[src/rtl/hwrst_pkg.sv]
package hwrst_pkg;

  typedef enum logic [1:0] {
    PH_NORM    = 2'd0,
    PH_HELD    = 2'd1,
    PH_RELEASE = 2'd2
  } rst_phase_e;

  function automatic int unsigned max_u(input int unsigned a, input int unsigned b);
    return (a > b) ? a : b;
  endfunction

endpackage

[src/rtl/hwrst_qualifier.sv]
module hwrst_qualifier #(
  parameter int unsigned PULSE_MIN = 4
) (
  input  logic clk,
  input  logic rst_n,
  input  logic pin_lo,
  output logic valid_o
);

  localparam int unsigned LOW_W = $clog2(PULSE_MIN + 1);
  localparam logic [LOW_W-1:0] LOW_LAST = LOW_W'(PULSE_MIN - 1);
  localparam logic [LOW_W-1:0] LOW_SAT  = LOW_W'(PULSE_MIN);

  logic [LOW_W-1:0] low_cnt_q;
  logic [LOW_W-1:0] low_cnt_d;

  // count consecutive low samples, saturating once the pulse is qualified
  always_comb begin
    if (!pin_lo) begin
      low_cnt_d = '0;
    end else if (low_cnt_q == LOW_SAT) begin
      low_cnt_d = low_cnt_q;
    end else begin
      low_cnt_d = low_cnt_q + LOW_W'(1);
    end
  end

  always_ff @(posedge clk or negedge rst_n) begin
    if (!rst_n) begin
      low_cnt_q <= '0;
    end else begin
      low_cnt_q <= low_cnt_d;
    end
  end

  assign valid_o = pin_lo && (low_cnt_q == LOW_LAST);


  single_fire_chk: assert property (@(posedge clk) disable iff (!rst_n)
    valid_o |=> !valid_o);


  high_clears_chk: assert property (@(posedge clk) disable iff (!rst_n)
    !pin_lo |=> (low_cnt_q == '0));

endmodule

[src/rtl/hwrst_phase_fsm.sv]
module hwrst_phase_fsm
  import hwrst_pkg::*;
#(
  parameter int unsigned RH_DLY = 6
) (
  input  logic       clk,
  input  logic       rst_n,
  input  logic       pin_lo,
  input  logic       valid,
  output rst_phase_e phase_o,
  output logic       abort_o
);

  localparam int unsigned RH_W = $clog2(RH_DLY + 1);
  localparam logic [RH_W-1:0] RH_LOAD = RH_W'(RH_DLY);
  localparam logic [RH_W-1:0] RH_ONE  = RH_W'(1);

  rst_phase_e      phase_q, phase_d;
  logic [RH_W-1:0] rh_q, rh_d;
  logic            rh_en;
  logic            abort_q;

  always_comb begin
    phase_d = phase_q;
    rh_d    = rh_q;
    rh_en   = 1'b0;
    if (valid) begin
      phase_d = PH_HELD;
    end else begin
      unique case (phase_q)
        PH_HELD: begin
          if (!pin_lo) begin
            phase_d = PH_RELEASE;
            rh_d    = RH_LOAD;
            rh_en   = 1'b1;
          end
        end
        PH_RELEASE: begin
          rh_en = 1'b1;
          if (rh_q <= RH_ONE) begin
            phase_d = PH_NORM;
            rh_d    = '0;
          end else begin
            rh_d = rh_q - RH_ONE;
          end
        end
        default: phase_d = PH_NORM;
      endcase
    end
  end

  always_ff @(posedge clk or negedge rst_n) begin
    if (!rst_n) begin
      phase_q <= PH_NORM;
      abort_q <= 1'b0;
    end else begin
      phase_q <= phase_d;
      abort_q <= valid;
    end
  end

  always_ff @(posedge clk or negedge rst_n) begin
    if (!rst_n) begin
      rh_q <= '0;
    end else if (rh_en) begin
      rh_q <= rh_d;
    end
  end

  assign phase_o = phase_q;
  assign abort_o = abort_q;


  enter_held_chk: assert property (@(posedge clk) disable iff (!rst_n)
    valid |=> (phase_q == PH_HELD) && abort_q);


  abort_pulse_chk: assert property (@(posedge clk) disable iff (!rst_n)
    abort_q |=> !abort_q);


  release_chk: assert property (@(posedge clk) disable iff (!rst_n)
    (phase_q == PH_HELD) && !pin_lo |=> (phase_q == PH_RELEASE));


  no_spurious_hold_chk: assert property (@(posedge clk) disable iff (!rst_n)
    (phase_q != PH_HELD) && !valid |=> (phase_q != PH_HELD));

endmodule

[src/rtl/hwrst_recovery.sv]
module hwrst_recovery #(
  parameter int unsigned REC_LONG  = 40,
  parameter int unsigned REC_SHORT = 10
) (
  input  logic clk,
  input  logic rst_n,
  input  logic valid,
  input  logic op_busy,
  output logic busy_o
);

  localparam int unsigned REC_MAX = hwrst_pkg::max_u(REC_LONG, REC_SHORT);
  localparam int unsigned REC_W   = $clog2(REC_MAX + 1);
  localparam logic [REC_W-1:0] LOAD_LONG  = REC_W'(REC_LONG);
  localparam logic [REC_W-1:0] LOAD_SHORT = REC_W'(REC_SHORT);

  logic [REC_W-1:0] cnt_q, cnt_d;
  logic             cnt_en;
  logic             long_q, long_d;

  // the busy flag seen at the declaring edge picks the recovery length
  always_comb begin
    cnt_d  = cnt_q;
    long_d = long_q;
    cnt_en = 1'b0;
    if (valid) begin
      long_d = op_busy;
      cnt_d  = op_busy ? LOAD_LONG : LOAD_SHORT;
      cnt_en = 1'b1;
    end else if (cnt_q != '0) begin
      cnt_d  = cnt_q - REC_W'(1);
      cnt_en = 1'b1;
    end
  end

  always_ff @(posedge clk or negedge rst_n) begin
    if (!rst_n) begin
      cnt_q  <= '0;
      long_q <= 1'b0;
    end else if (cnt_en) begin
      cnt_q  <= cnt_d;
      long_q <= long_d;
    end
  end

  assign busy_o = (cnt_q != '0);


  long_load_chk: assert property (@(posedge clk) disable iff (!rst_n)
    valid && op_busy |=> (cnt_q == LOAD_LONG) && long_q);


  short_load_chk: assert property (@(posedge clk) disable iff (!rst_n)
    valid && !op_busy |=> (cnt_q == LOAD_SHORT) && !long_q);


  count_down_chk: assert property (@(posedge clk) disable iff (!rst_n)
    !valid && (cnt_q != '0) |=> (cnt_q == $past(cnt_q) - REC_W'(1)));

endmodule

[src/rtl/hwrst_seq.sv]
module hwrst_seq
  import hwrst_pkg::*;
#(
  parameter int unsigned PULSE_MIN = 4,
  parameter int unsigned REC_LONG  = 40,
  parameter int unsigned REC_SHORT = 10,
  parameter int unsigned RH_DLY    = 6
) (
  input  logic clk,
  input  logic rst_n,
  input  logic rst_pin_n,
  input  logic embedded_busy,
  input  logic oe_n,
  input  logic cmd_rd,
  input  logic cmd_wr,
  output logic algo_abort,
  output logic csm_hold_read,
  output logic dq_hiz,
  output logic rd_take,
  output logic wr_take,
  output logic rdy_busy_n,
  output logic read_ok
);

  logic       pin_lo;
  logic       rst_valid;
  logic       rec_busy;
  rst_phase_e phase;
  logic       in_norm;

  assign pin_lo = !rst_pin_n;

  hwrst_qualifier #(
    .PULSE_MIN (PULSE_MIN)
  ) u_qual (
    .clk     (clk),
    .rst_n   (rst_n),
    .pin_lo  (pin_lo),
    .valid_o (rst_valid)
  );

  hwrst_phase_fsm #(
    .RH_DLY (RH_DLY)
  ) u_phase (
    .clk     (clk),
    .rst_n   (rst_n),
    .pin_lo  (pin_lo),
    .valid   (rst_valid),
    .phase_o (phase),
    .abort_o (algo_abort)
  );

  hwrst_recovery #(
    .REC_LONG  (REC_LONG),
    .REC_SHORT (REC_SHORT)
  ) u_rec (
    .clk     (clk),
    .rst_n   (rst_n),
    .valid   (rst_valid),
    .op_busy (embedded_busy),
    .busy_o  (rec_busy)
  );

  assign in_norm       = (phase == PH_NORM);
  assign csm_hold_read = (phase == PH_HELD);
  assign read_ok       = in_norm;
  assign dq_hiz        = oe_n || !in_norm;
  assign rd_take       = cmd_rd && in_norm;
  assign wr_take       = cmd_wr && in_norm;
  assign rdy_busy_n    = !(rec_busy || (embedded_busy && in_norm));


  cmd_gate_chk: assert property (@(posedge clk) disable iff (!rst_n)
    !read_ok |-> !rd_take && !wr_take);


  hiz_in_reset_chk: assert property (@(posedge clk) disable iff (!rst_n)
    algo_abort |-> dq_hiz && csm_hold_read);


  oe_hiz_chk: assert property (@(posedge clk) disable iff (!rst_n)
    oe_n |-> dq_hiz);


  busy_after_abort_chk: assert property (@(posedge clk) disable iff (!rst_n)
    algo_abort |-> !rdy_busy_n);

endmodule

[config.mk]
export PLATFORM = sky130hd
export DESIGN_NAME = hwrst_seq
export DESIGN_NICKNAME = d
export VERILOG_FILES = /design/src/rtl/hwrst_pkg.sv /design/src/rtl/hwrst_qualifier.sv /design/src/rtl/hwrst_phase_fsm.sv /design/src/rtl/hwrst_recovery.sv /design/src/rtl/hwrst_seq.sv
export SDC_FILE = /design/constraint.sdc
export NUM_CORES = 1
export LEC_CHECK = 0
export CORE_MARGIN = 5
export CORE_UTILIZATION = 35
export DETAILED_ROUTE_END_ITERATION = 10
export GPL_ROUTABILITY_DRIVEN = 0
export HOLD_SLACK_MARGIN = 0.05
export PLACE_DENSITY = 0.59
export SYNTH_ARGS = -nofsm -noshare
export SYNTH_HDL_FRONTEND = slang
export SYNTH_SLANG_ARGS = --single-unit
[constraint.sdc]
create_clock -name clk -period 2.5 [get_ports clk]
set_input_delay 0.375 -clock clk [delete_from_list [all_inputs] [get_ports clk]]
set_output_delay 0.375 -clock clk [all_outputs]
set_load 0.01 [all_outputs]
# Word level (Yosys, flattened, before mapping)
# Index checks and enable logic that the tools add are counted.
# Widths: inputs -> output; s select.
# classes
bitwise	1
muxes	17
addsub	3
n_eq_ne	8
magnitude_cmp	1
n_reduce_logical	16
# op_table
cell	count
$mux 6	3
$mux 3	4
$mux 2	3
$pmux 3 s2	1
$reduce_bool 6->1	1
$sub 6x1->6 const B	1
$logic_and 1x1->1	4
$mux 1	4
$ne 2x2->1 const B	2
$pmux 2 s2	1
$reduce_and 2->1	2
$reduce_and 4->1	1
$reduce_bool 2->1	2
$add 3x1->3 const B	1
$eq 3x2->1 const B	1
$eq 3x3->1 const B	1
$le 3x1->1 const B	1
$logic_not 1->1	3
$ne 3x1->1 const B	1
$ne 3x2->1 const B	1
$sub 3x1->3 const B	1
$eq 2x1->1 const B	1
$eq 2x2->1 const B	1
$logic_not 2->1	1
3 further kinds	4
# totals
wordCells	51
reg_bits	15

# Longest topological paths before layout
# Gate-level depths: netlist of run 1.
# logic_depth
word_depth	4
depth_mapped	6

# By module
# From an unflattened synthesis of run 1, not the netlist that was laid out.
# hier_totals
hier_cells	101
area_unflattened_um2	945.9
# modules_own_cells
module	cells_per_inst	instances	area_each_um2	seq_area_each_um2
hwrst_recovery	41	1	366.6	150.1
hwrst_phase_fsm	35	1	362.8	150.1
hwrst_qualifier	18	1	177.7	75.1
hwrst_seq	7	1	38.8	0.0

# Worst setup path after synthesis of run 1
# Ideal clock, no wire load.
# synth_timing
kind	register to register
startpoint	register u_qual.low_cnt_q[0]
endpoint	register u_phase.rh_q[2]
n_path_buf	0
slack_ns	1.077
setup_ns	0.121
path_stages_with_launch	7
period_less_slack_ns	1.423
arrival_time_ns	1.302
cell_sequence	dfrtp_1 > ha_1 > ha_1 > nor2_1 > o221a_2 > nand2_1 > a22o_1
# synth_via
elab_chain_cells	4
word_cells_on_any_way	5
cone_classes	eq/ne: 1; mux: 1; bitwise: 1; reduce/logical: 2
# synth_rtl
element	line_no	rtl
start, declared	hwrst_qualifier.sv:14	logic [LOW_W-1:0] low_cnt_q;
start signal, assigned	hwrst_qualifier.sv:32	low_cnt_q <= low_cnt_d;
$eq 3x2->1 (*)	hwrst_qualifier.sv:36	assign valid_o = pin_lo && (low_cnt_q == LOW_LAST);
$logic_and 1x1->1 (*)	hwrst_qualifier.sv:36	
$mux 1 / $not 1->1 (equally long branches)	-	
$reduce_and 4->1 (no source line) (*)	-	
end signal, assigned	hwrst_phase_fsm.sv:66	rh_q <= rh_d;
end, declared	hwrst_phase_fsm.sv:19	logic [RH_W-1:0] rh_q, rh_d;
# Every way passes the cells marked *; elsewhere a longest branch is shown, timed or not.
# A chain may end at the register's enable or synchronous reset.

# Worst setup path in the final report of run 1
# layout_timing
startpoint	register u_rec.cnt_q[0]
endpoint	output rdy_busy_n
# layout_via
elab_chain_cells	3
# layout_rtl
element	line_no	rtl
start, declared	hwrst_recovery.sv:17	logic [REC_W-1:0] cnt_q, cnt_d;
start signal, assigned	hwrst_recovery.sv:41	cnt_q <= cnt_d;
$reduce_bool 6->1	hwrst_recovery.sv:46	assign busy_o = (cnt_q != '0);
$logic_or 1x1->1	hwrst_seq.sv:70	assign rdy_busy_n = !(rec_busy || (embedded_busy && in_norm));
$logic_not 1->1	hwrst_seq.sv:70	
end, declared	hwrst_seq.sv:21	output logic rdy_busy_n,
# No other way between the ends.

==> results of run 1 <==
==> placed cells by master (no fill, tap or decap), types with 3 or more instances in the layout <==
| cell type | n |
|---|---|
| clkbuf_4 | 3 |
| clkdlybuf4s50_1 | 13 |
| nor2_1 | 8 |
| a21oi_1 | 8 |
| nand2_1 | 5 |
| nand3_1 | 3 |
| ha_1 | 10 |
| inv_1 | 9 |
| nand3b_1 | 3 |
| o21ai_0 | 3 |
| dfrtp_1 | 15 |
==> path summary, 6_finish.rpt <==
check,startpoint,to,slack [ps]
max in group asynchronous,rst_n,u_phase.phase_o[1],1540
worst min register to register,u_phase.phase_o[1],u_phase.phase_o[1],550
min in group clk,u_phase.phase_o[1],u_phase.phase_o[1],550
worst min-delay path,rst_n,u_rec.cnt_q[3],510
worst max-delay path,u_rec.cnt_q[0],rdy_busy_n,310
worst max register to register,u_qual.low_cnt_q[0],u_phase.rh_q[2],960
==> sequential cells by signal, indices dropped and copies added (netlist names) <==
signal / count
u_phase.phase_o: 2
u_phase.abort_o: 1
u_phase.rh_q: 3
u_qual.low_cnt_q: 3
u_rec.cnt_q: 6
==> where the power goes <==
| part | internal, mW | switching [mW] | leakage (nW) | total (mW) |
|---|---|---|---|---|
| Combinational | 0.246 | 0.233 | 0.269 | 0.479 |
| Sequential | 0.345 | 0.0872 | 0.187 | 0.433 |
| Clock | 0.0619 | 0.0789 | 0.0150 | 0.141 |
| Total | 0.654 | 0.399 | 0.471 | 1.05 |
==> layout make-up <==
cell class / count / area share [%]
clock buffer: 4 / 2.482
inverter: 10 / 3.664
multi-input combinational: 63 / 42.55
sequential: 15 / 35.46
tap: 30 / 3.546
timing repair buffer: 13 / 12.29
==> kinds of logic (layout without fill, tap and decap cells) <==
| family | Yosys count | after routing | synth area share (%) |
|---|---|---|---|
| multiplexers | 1 | 1 | 1.143 |
| AO/OA/AOI/OAI | 20 | 20 | 14.86 |
| flip-flops | 15 | 15 | 42.86 |
| buffers and inverters | 11 | 27 | 5.713 |
| AND/OR/NAND/NOR | 29 | 29 | 18.14 |
| XOR/XNOR | 3 | 3 | 3.001 |
| adder cells (fa/ha/maj) | 10 | 10 | 14.29 |
==> critical path: stages (launching register included) <==
cell and delay (ps):
dfrtp_1 380, inv_1 130, ha_1 210, nand3b_1 110
a21oi_1 140, clkdlybuf4s50_1 560
==> synthesized netlist by cell type, types with 2 or more instances <==
cell | instances | area (um2)
dfrtp_1 | 15 | 375.4
ha_1 | 10 | 125.1
inv_1 | 9 | 33.78
a21oi_1 | 8 | 40.04
nor2_1 | 8 | 30.03
nand2_1 | 5 | 18.77
nand3_1 | 3 | 15.01
nand3b_1 | 3 | 22.52
o21ai_0 | 3 | 15.01
and2_1 | 2 | 12.51
nand2b_1 | 2 | 12.51
nor3_2 | 2 | 20.02
xnor2_1 | 2 | 17.52
==> layer usage <==
layer  track usage (%)  part of all wire [%]  up-vias  wire length [um]
li1                  -                     -      335                 -
met2             17.59                    49        7               806
met1             11.64                    46      299               749
met5                 0                     0        -                 0
met3             4.104                   4.5        2                73
met4             4.114                  0.61        0                10
==> flow_metrics.tcl, run 1 <==
set metrics [dict create \
    status "completed" \
    drive_gt1_share_pct 7.619 \
    syn_inst 89 \
    synth_top_flop_cell "dfrtp_1" \
    grt_start_max_net_pins 16 \
    drtAntennaViolNets 0 \
    routed-via-count 643 \
    overflow 0 \
    ys_types 30 \
    grt_pass1_wl_um 2773 \
    io-pin-count 14 \
    crit_type "reg2out" \
    rows 18 \
    clock-sinks 15 \
    drtPass1Iterations 4 \
    cts_resized 0 \
    p_leak_nw 0.4708 \
    antenna_found_initial 0 \
    design_area_um2 1059 \
    dpl.hpwl_um 1260 \
    dp.cells 131 \
    post_drt_wl_per_cell_um 12.15 \
    arrival_ps 1810 \
    clock_latency_ps 280 \
    clock.fmax_mhz 457.3 \
    post-route-period-util_pct 87.47 \
    worst_ep_required_time_ps 2120 \
    start_util_pct 36.01 \
    drv_cap 0 \
    via_per_inst 4.763 \
    power.density_nw_per_um2 994.5 \
    slew_violations 0 \
    period_needed_ps 2187 \
    core_um2 2432 \
    maxSlewHeadroom_pct 52.42 \
    n_antenna_cell 0 \
    worst_slew_pin_slew_ps 711.4 \
    grt_usage_pct 10.42 \
    final_core_util_pct 43.52 \
    r2r_cells 6 \
    drt_iter0_drc 16 \
    syn_nets 106 \
    placed_area_um2 1032 \
    dieArea_um2 3603 \
    fin_skew_ps 6.032 \
    startpoint_type "flop" \
    cts_hold_buffers 0 \
    path_clk_slew_ps 90 \
    numPortBuffers 13 \
    cts-htree-levels 1 \
    min_path_type "in2async" \
    clockRootBuffer "clkbuf_4" \
    cts_setup_buffers 0 \
    syn-cell-area_um2 875.8 \
    setup_viol 0 \
    die_x_um 60.03 \
    multiInputGateArea_um2 450.4 \
    seqCellArea_um2 375.4 \
    setup_tns_ps 0 \
    syn2layout_area_growth_pct 20.86 \
    dp_slack_ps 601.5 \
    rsz0062_at_grt "false" \
    ys_warn_count 0 \
    cts_buffers 3 \
    grt_pass1_vias 640 \
    post-route-drc-count 0 \
    yosysSeqAreaShare_pct 42.86 \
    nets 123 \
    p_total_mw 1.053 \
    layout.cells.non_filler 135 \
    cts_buffer_depth 2 \
    timing.final.ws_setup_ps 313.4 \
    timing.hold.ws_ps 508.4 \
    vdd.ir_drop.worst_mv 0.4270 \
    hold_violations 0 \
    die_y_um 60.03 \
    path_max_fanout 4 \
    synth-edff-count 0 \
    finalWirelength_um 1640 \
    cts_tree "built" \
    ys_seq_elements 15 \
    async_flop_share_pct 100.0 \
    fillerInstances 247 \
    end_kind "output pin" \
    syn_avg_cell_area_um2 9.841 \
]
No activity file was read; power rests on OpenSTA's default activity.
==> inputs of run 2 (changes only) <==
--- a/config.mk
+++ b/config.mk
@@ -8,9 +8,10 @@
 export CORE_MARGIN = 5
 export CORE_UTILIZATION = 35
 export DETAILED_ROUTE_END_ITERATION = 10
-export GPL_ROUTABILITY_DRIVEN = 0
 export HOLD_SLACK_MARGIN = 0.05
 export PLACE_DENSITY = 0.59
+export SETUP_SLACK_MARGIN = 0.3
 export SYNTH_ARGS = -nofsm -noshare
 export SYNTH_HDL_FRONTEND = slang
+export SYNTH_HIERARCHICAL = 1
 export SYNTH_SLANG_ARGS = --single-unit
==> run 2 against run 1 <==
Register-to-register slack got worse by 280 ps. Global-route usage rose by 1.3 points. Final area is 11% higher. Die area rose by 6.6%.
==> flow_metrics.tcl, run 2 <==
set metrics [dict create \
    status "completed" \
    nets 139 \
    dpl.hpwl_um 1378 \
    yosysSeqAreaShare_pct 39.68 \
    synth_top_cell_area_share_pct 39.68 \
    worstPathCellList "inv_2 > ha_2 > or3b_4 > nor2_2 > inv_1 > a21oi_1 > buf_2" \
    overflow 0 \
    path_clk_slew_ps 100 \
    via_per_inst 5.039 \
    clock_latency_ps 280 \
    worst_slew_pin_slew_ps 682.5 \
    rr_startpoint "u_qual/low_cnt_q[0]" \
    highest_layer "met4" \
    post_drt_wl_per_cell_um 12.62 \
    drive_gt1_share_pct 17.21 \
    ys_types 36 \
    ff2ff_setup_slack_ps 680 \
    period_needed_ps 2102 \
    top_regs "u_rec/cnt_q x6, u_phase/rh_q x3, u_qual/low_cnt_q x3" \
    syn_inst 101 \
    maxSlewHeadroom_pct 54.36 \
    path_max_fanout 5 \
    fillerInstances 258 \
    drv_cap 0 \
    n_antenna_cell 0 \
    layout_commonest_cell "dfrtp_1" \
    drt_iter0_drc 24 \
    top_register "u_rec/cnt_q" \
    synthTopCellsByCount "16 x inv_1, 15 x dfrtp_1, 9 x ha_1, 9 x nand2_1, 6 x a21oi_1" \
    ys_seq_elements 15 \
    clock.fmax_mhz 475.7 \
    grt_usage_pct 11.69 \
    r2r_cells 6 \
    crit_type "reg2out" \
    die_y_um 61.99 \
    core_um2 2522 \
    cts-htree-levels 1 \
    crit_slowest_cell "dfrtp_1" \
    grt_start_max_net_pins 16 \
    dieArea_um2 3842 \
    finalWirelength_um 1918 \
    p_total_mw 1.055 \
    yosysTopAreaCell "dfrtp_1" \
    met1_length_um 847 \
    ys_warn_count 6 \
    arrival_ps 1730 \
    timing.rr.end "u_phase/rh_q[1]" \
    min_path_type "in2async" \
    largest_reg_flops 6 \
    final_cell_mix "15 x dfrtp_1, 14 x inv_1, 12 x clkdlybuf4s50_1" \
    design_area_um2 1175 \
    yosys-top-cells-area "dfrtp_1 40%, ha_1 12%, inv_1 6.3%, nand2_1 3.6%, a21oi_1 3.2%" \
    gp_congestion 0.8681 \
    p_leak_nw 0.5161 \
    post-route-drc-count 0 \
    syn_avg_cell_area_um2 9.365 \
    cts_tree "built" \
    drtAntennaViolNets 0 \
    cts_buffer_depth 2 \
    fin_skew_ps 6.226 \
    synth-edff-count 0 \
    dp_slack_ps 180.1 \
    grt_pass1_wl_um 3312 \
    cts_buffers 3 \
    timing.final.ws_setup_ps 398.0 \
    slew_violations 0 \
    synth.most_common_cell "inv_1" \
    start_util_pct 37.50 \
    rsz0062_at_grt "false" \
    syn_nets 117 \
    setup_tns_ps 0 \
    clockRootBuffer "clkbuf_4" \
    wl_met3_um 47 \
    critPathMaxStageDelay_ps 400 \
    startpoint_type "flop" \
    synth_top_flop_cell "dfrtp_1" \
    antenna_found_initial 0 \
    post-route-period-util_pct 84.08 \
    clock-sinks 15 \
    worst_ep_required_time_ps 2120 \
    die_x_um 61.99 \
    routed-via-count 766 \
    syn2layout_area_growth_pct 24.21 \
    syn-cell-area_um2 945.9 \
    grt_pass1_vias 777 \
    met2_length_um 1013 \
    rows 18 \
    placed_area_um2 1111 \
    async_flop_share_pct 100.0 \
    drtPass1Iterations 4 \
    setup_viol 0 \
    power.density_nw_per_um2 897.6 \
    end_kind "output pin" \
    numPortBuffers 13 \
    hold_violations 0 \
    vdd.ir_drop.worst_mv 0.4745 \
    io-pin-count 14 \
]
==> run 2: cell families (layout without fill, tap and decap cells) <==
family	Yosys count	after routing	synth area share, %
adders and majority gates	9	9	11.90
and+or+nand+nor	32	32	18.12
AOI/OAI and AO/OA	25	25	20.77
buffers and inverters	18	39	7.408
DFF	15	15	39.68
muxes	2	2	2.116
==> run 2: stage by stage <==
step                cells  utilization [%]  hold slack (ps)
floorplan             101                -            79.41
global placement      143            44.05            542.3
detailed placement    143            44.05            551.8
global route          152            46.58            567.1
CTS                   149            45.59            532.8
finish                152            46.58            498.5
==> run 2: how the worst max path moves through the flow <==
stage / slack [ps] / depth (start not counted) / end / startpoint
after floorplan: 700 / 7 / rdy_busy_n / u_rec/cnt_q[0]
after global placement: 210 / 7 / rdy_busy_n / u_rec/cnt_q[0]
after detailed placement: 180 / 7 / rdy_busy_n / u_rec/cnt_q[0]
after CTS: 360 / 7 / rdy_busy_n / u_rec/cnt_q[1]
after global routing: 310 / 7 / rdy_busy_n / u_rec/cnt_q[0]
final: 400 / 7 / rdy_busy_n / u_rec/cnt_q[0]
==> run 2: cell type report <==
type | count | area [um2] | area share (%)
clock buffer | 4 | 26.28 | 2.236
sequential | 15 | 375.4 | 31.95
tap | 30 | 37.54 | 3.195
timing repair buffer | 19 | 170.2 | 14.48
inverter | 16 | 60.06 | 5.112
multi-input combinational | 68 | 505.5 | 43.02
==> run 2: what timing repair did <==
item                                    CTS  global route
resized for setup                         5             3
endpoints found under the setup margin    1             1
hold buffers                              0             0
setup buffers                             2             3
==> run 2: report_power, final <==
part	switching [mW]	total (mW)	leakage [nW]	internal [mW]
clock network	0.0803	0.142	0.0150	0.0619
logic	0.251	0.519	0.315	0.268
registers	0.0725	0.393	0.186	0.321
==> run 2: per-layer routing <==
metal / GRT usage (%) / up-vias
met1: 12.99 / 366
met2: 21.45 / 5
met5: 0 / -
met4: 1.818 / 0
li1: - / 393
met3: 4.339 / 2
==> run 2: critical path, delay by kind of cell, from the launching register on <==
family / cells / cell delay, ps
adder cells (fa/ha/maj): 1 / 160
buffers and inverters: 3 / 270
AO/OA/AOI/OAI: 1 / 100
flip-flops: 1 / 400
AND/OR/NAND/NOR: 2 / 510
==> inputs of run 3 (changes only) <==
--- a/config.mk
+++ b/config.mk
@@ -9,7 +9,7 @@
 export CORE_UTILIZATION = 35
 export DETAILED_ROUTE_END_ITERATION = 10
 export HOLD_SLACK_MARGIN = 0.05
-export PLACE_DENSITY = 0.59
+export PLACE_DENSITY = 0.61
 export SETUP_SLACK_MARGIN = 0.3
 export SYNTH_ARGS = -nofsm -noshare
 export SYNTH_HDL_FRONTEND = slang
==> constraint.sdc (replaced) <==
create_clock -name clk -period 1.8 [get_ports clk]
set_input_delay 0.27 -clock clk [delete_from_list [all_inputs] [get_ports clk]]
set_output_delay 0.27 -clock clk [all_outputs]
set_load 0.01 [all_outputs]
==> run 3 against run 2 <==
The run now ends with setup timing left. Highest routed layer unchanged. Clock skew fell by 2.6 ps. Worst hold slack got worse by 210 ps. Critical path depth unchanged.
==> flow_metrics.tcl, run 3 (synthesized netlist as in run 2, its figures left out) <==
set metrics [dict create \
    n_antenna_cell 0 \
    dp_slack_ps -292.3 \
    largest_reg_flops 6 \
    post_drt_wl_per_cell_um 13.51 \
    rsz0062_at_grt "true" \
    gp_congestion 0.8280 \
    fin_skew_ps 3.631 \
    top_register "u_rec/cnt_q" \
    ff2ff_setup_slack_ps 30 \
    start_util_pct 37.50 \
    post-route-period-util_pct 106.4 \
    clock-sinks 15 \
    io-pin-count 14 \
    end_kind "output pin" \
    worstPathCellList "inv_2 > ha_4 > or3b_4 > nor2_4 > inv_2 > a21oi_2 > buf_2" \
    finalWirelength_um 2351 \
    clock_latency_ps 290 \
    hold_violations 0 \
    grt_usage_pct 14.32 \
    cts_buffer_depth 2 \
    r2r_cells 8 \
    maxSlewHeadroom_pct 82.77 \
    vdd.ir_drop.worst_mv 0.8204 \
    routed-via-count 877 \
    startpoint "u_rec/cnt_q[1]" \
    final_cell_mix "25 x buf_4, 14 x dfrtp_1, 12 x inv_1" \
    cts_hold_buffers 0 \
    rr_startpoint "u_rec/cnt_q[1]" \
    rows 18 \
    dieArea_um2 3842 \
    slew_violations 0 \
    die_y_um 61.99 \
    grt_start_max_net_pins 16 \
    drtAntennaViolNets 0 \
    core_um2 2522 \
    dpl.hpwl_um 1606 \
    nets 161 \
    critPathMaxStageDelay_ps 400 \
    path_max_fanout 2 \
    drive_gt1_share_pct 42.36 \
    violations "setup timing" \
    min_path_type "in2async" \
    die_x_um 61.99 \
    path_clk_slew_ps 100 \
    arrival_ps 1650 \
    overflow 0 \
    power.density_nw_per_um2 1357 \
    layout_commonest_cell "buf_4" \
    drtPass1Iterations 4 \
    timing.final.ws_setup_ps -115.0 \
    cts_tree "built" \
    period_needed_ps 1915 \
    worst_ep_required_time_ps 1530 \
    grt_pass1_vias 934 \
    crit_slowest_cell "dfrtp_1" \
    drv_cap 0 \
    p_total_mw 1.988 \
    startpoint_type "flop" \
    timing.rr.end "u_rec/cnt_q[1]" \
    post-route-drc-count 0 \
    worst_slew_pin_slew_ps 255.7 \
    setup_viol 4 \
    top_regs "u_rec/cnt_q x6, u_phase/rh_q x3, u_qual/low_cnt_q x3" \
    crit_type "reg2out" \
    met1_length_um 959 \
    crit_top_cell "inv_2" \
    clock.fmax_mhz 522.2 \
    clockRootBuffer "clkbuf_4" \
    syn2layout_area_growth_pct 54.89 \
    via_per_inst 5.040 \
    status "finished with violations" \
    cts_buffers 3 \
    wl_met3_um 59 \
    cts-htree-levels 1 \
    antenna_found_initial 0 \
    met2_length_um 1323 \
    drt_iter0_drc 23 \
    crit_end "rdy_busy_n" \
    highest_layer "met4" \
    grt_pass1_wl_um 4077 \
    numPortBuffers 13 \
    p_leak_nw 0.6523 \
]
[run 3: how the worst min path moves through the flow]
stage	start	end	slack, ps	cells after the start
2_1_floorplan	rst_n	u_phase/abort_o	-30	0
3_3_place_gp	u_phase/rh_q[1]	u_phase/rh_q[1]	530	1
3_5_place_dp	u_phase/rh_q[1]	u_phase/rh_q[1]	530	1
4_1_cts	rst_n	u_qual/low_cnt_q[1]	280	2
5_1_grt	rst_n	u_phase/rh_q[2]	300	2
6_report	rst_n	u_phase/abort_o	290	2
[run 3: final cells by class]
class,instances,area [um2]
Sequential cell,15,376.6
Clock inverter,1,5.005
Clock buffer,3,22.52
Multi-Input combinational cell,68,610.6
Timing Repair Buffer,41,350.3
Fill cell,215,1057
Tap cell,30,37.54
Inverter,16,62.56
[run 3: routing by layer]
layer	GRT usage, %	vias to the layer above
li1	-	439
met5	0	-
met2	27.22	9
met3	4.339	2
met1	15.87	427
met4	1.818	0
[run 3: critical path: cells and delay by family (launching register included)]
kind	cells	cell delay [ps]
buffers and inverters	3	260
flip-flops	1	400
AND/OR/NAND/NOR	2	500
AO/OA/AOI/OAI	1	80
adder cells (fa/ha/maj)	1	130
[run 3: through the flow]
step	hold WS [ps]	cells	utilization [%]	setup TNS, ps	instance area (um2)
finish	285.4	174	58.09	-210.5	1465
CTS	283.2	170	54.66	-337.3	1379
floorplan	-25.59	101	-	0	968.4
global route	300.0	174	58.09	-677.4	1465
detailed placement	534.2	156	48.56	-292.3	1225
global placement	527.0	156	48.56	-245.1	1225
[run 3: where the power goes]
| group | switching (mW) | internal, mW | total (mW) |
|---|---|---|---|
| clock | 0.118 | 0.0826 | 0.200 |
| sequential | 0.0726 | 0.446 | 0.518 |
| combinational | 0.570 | 0.699 | 1.27 |
| total | 0.761 | 1.23 | 1.99 |
[run 3: timing repair]
action	CTS	global route
setup endpoints to repair	15	14
cloned	0	0
resized for setup	26	10
pin swaps	8	5
setup buffers	10	4
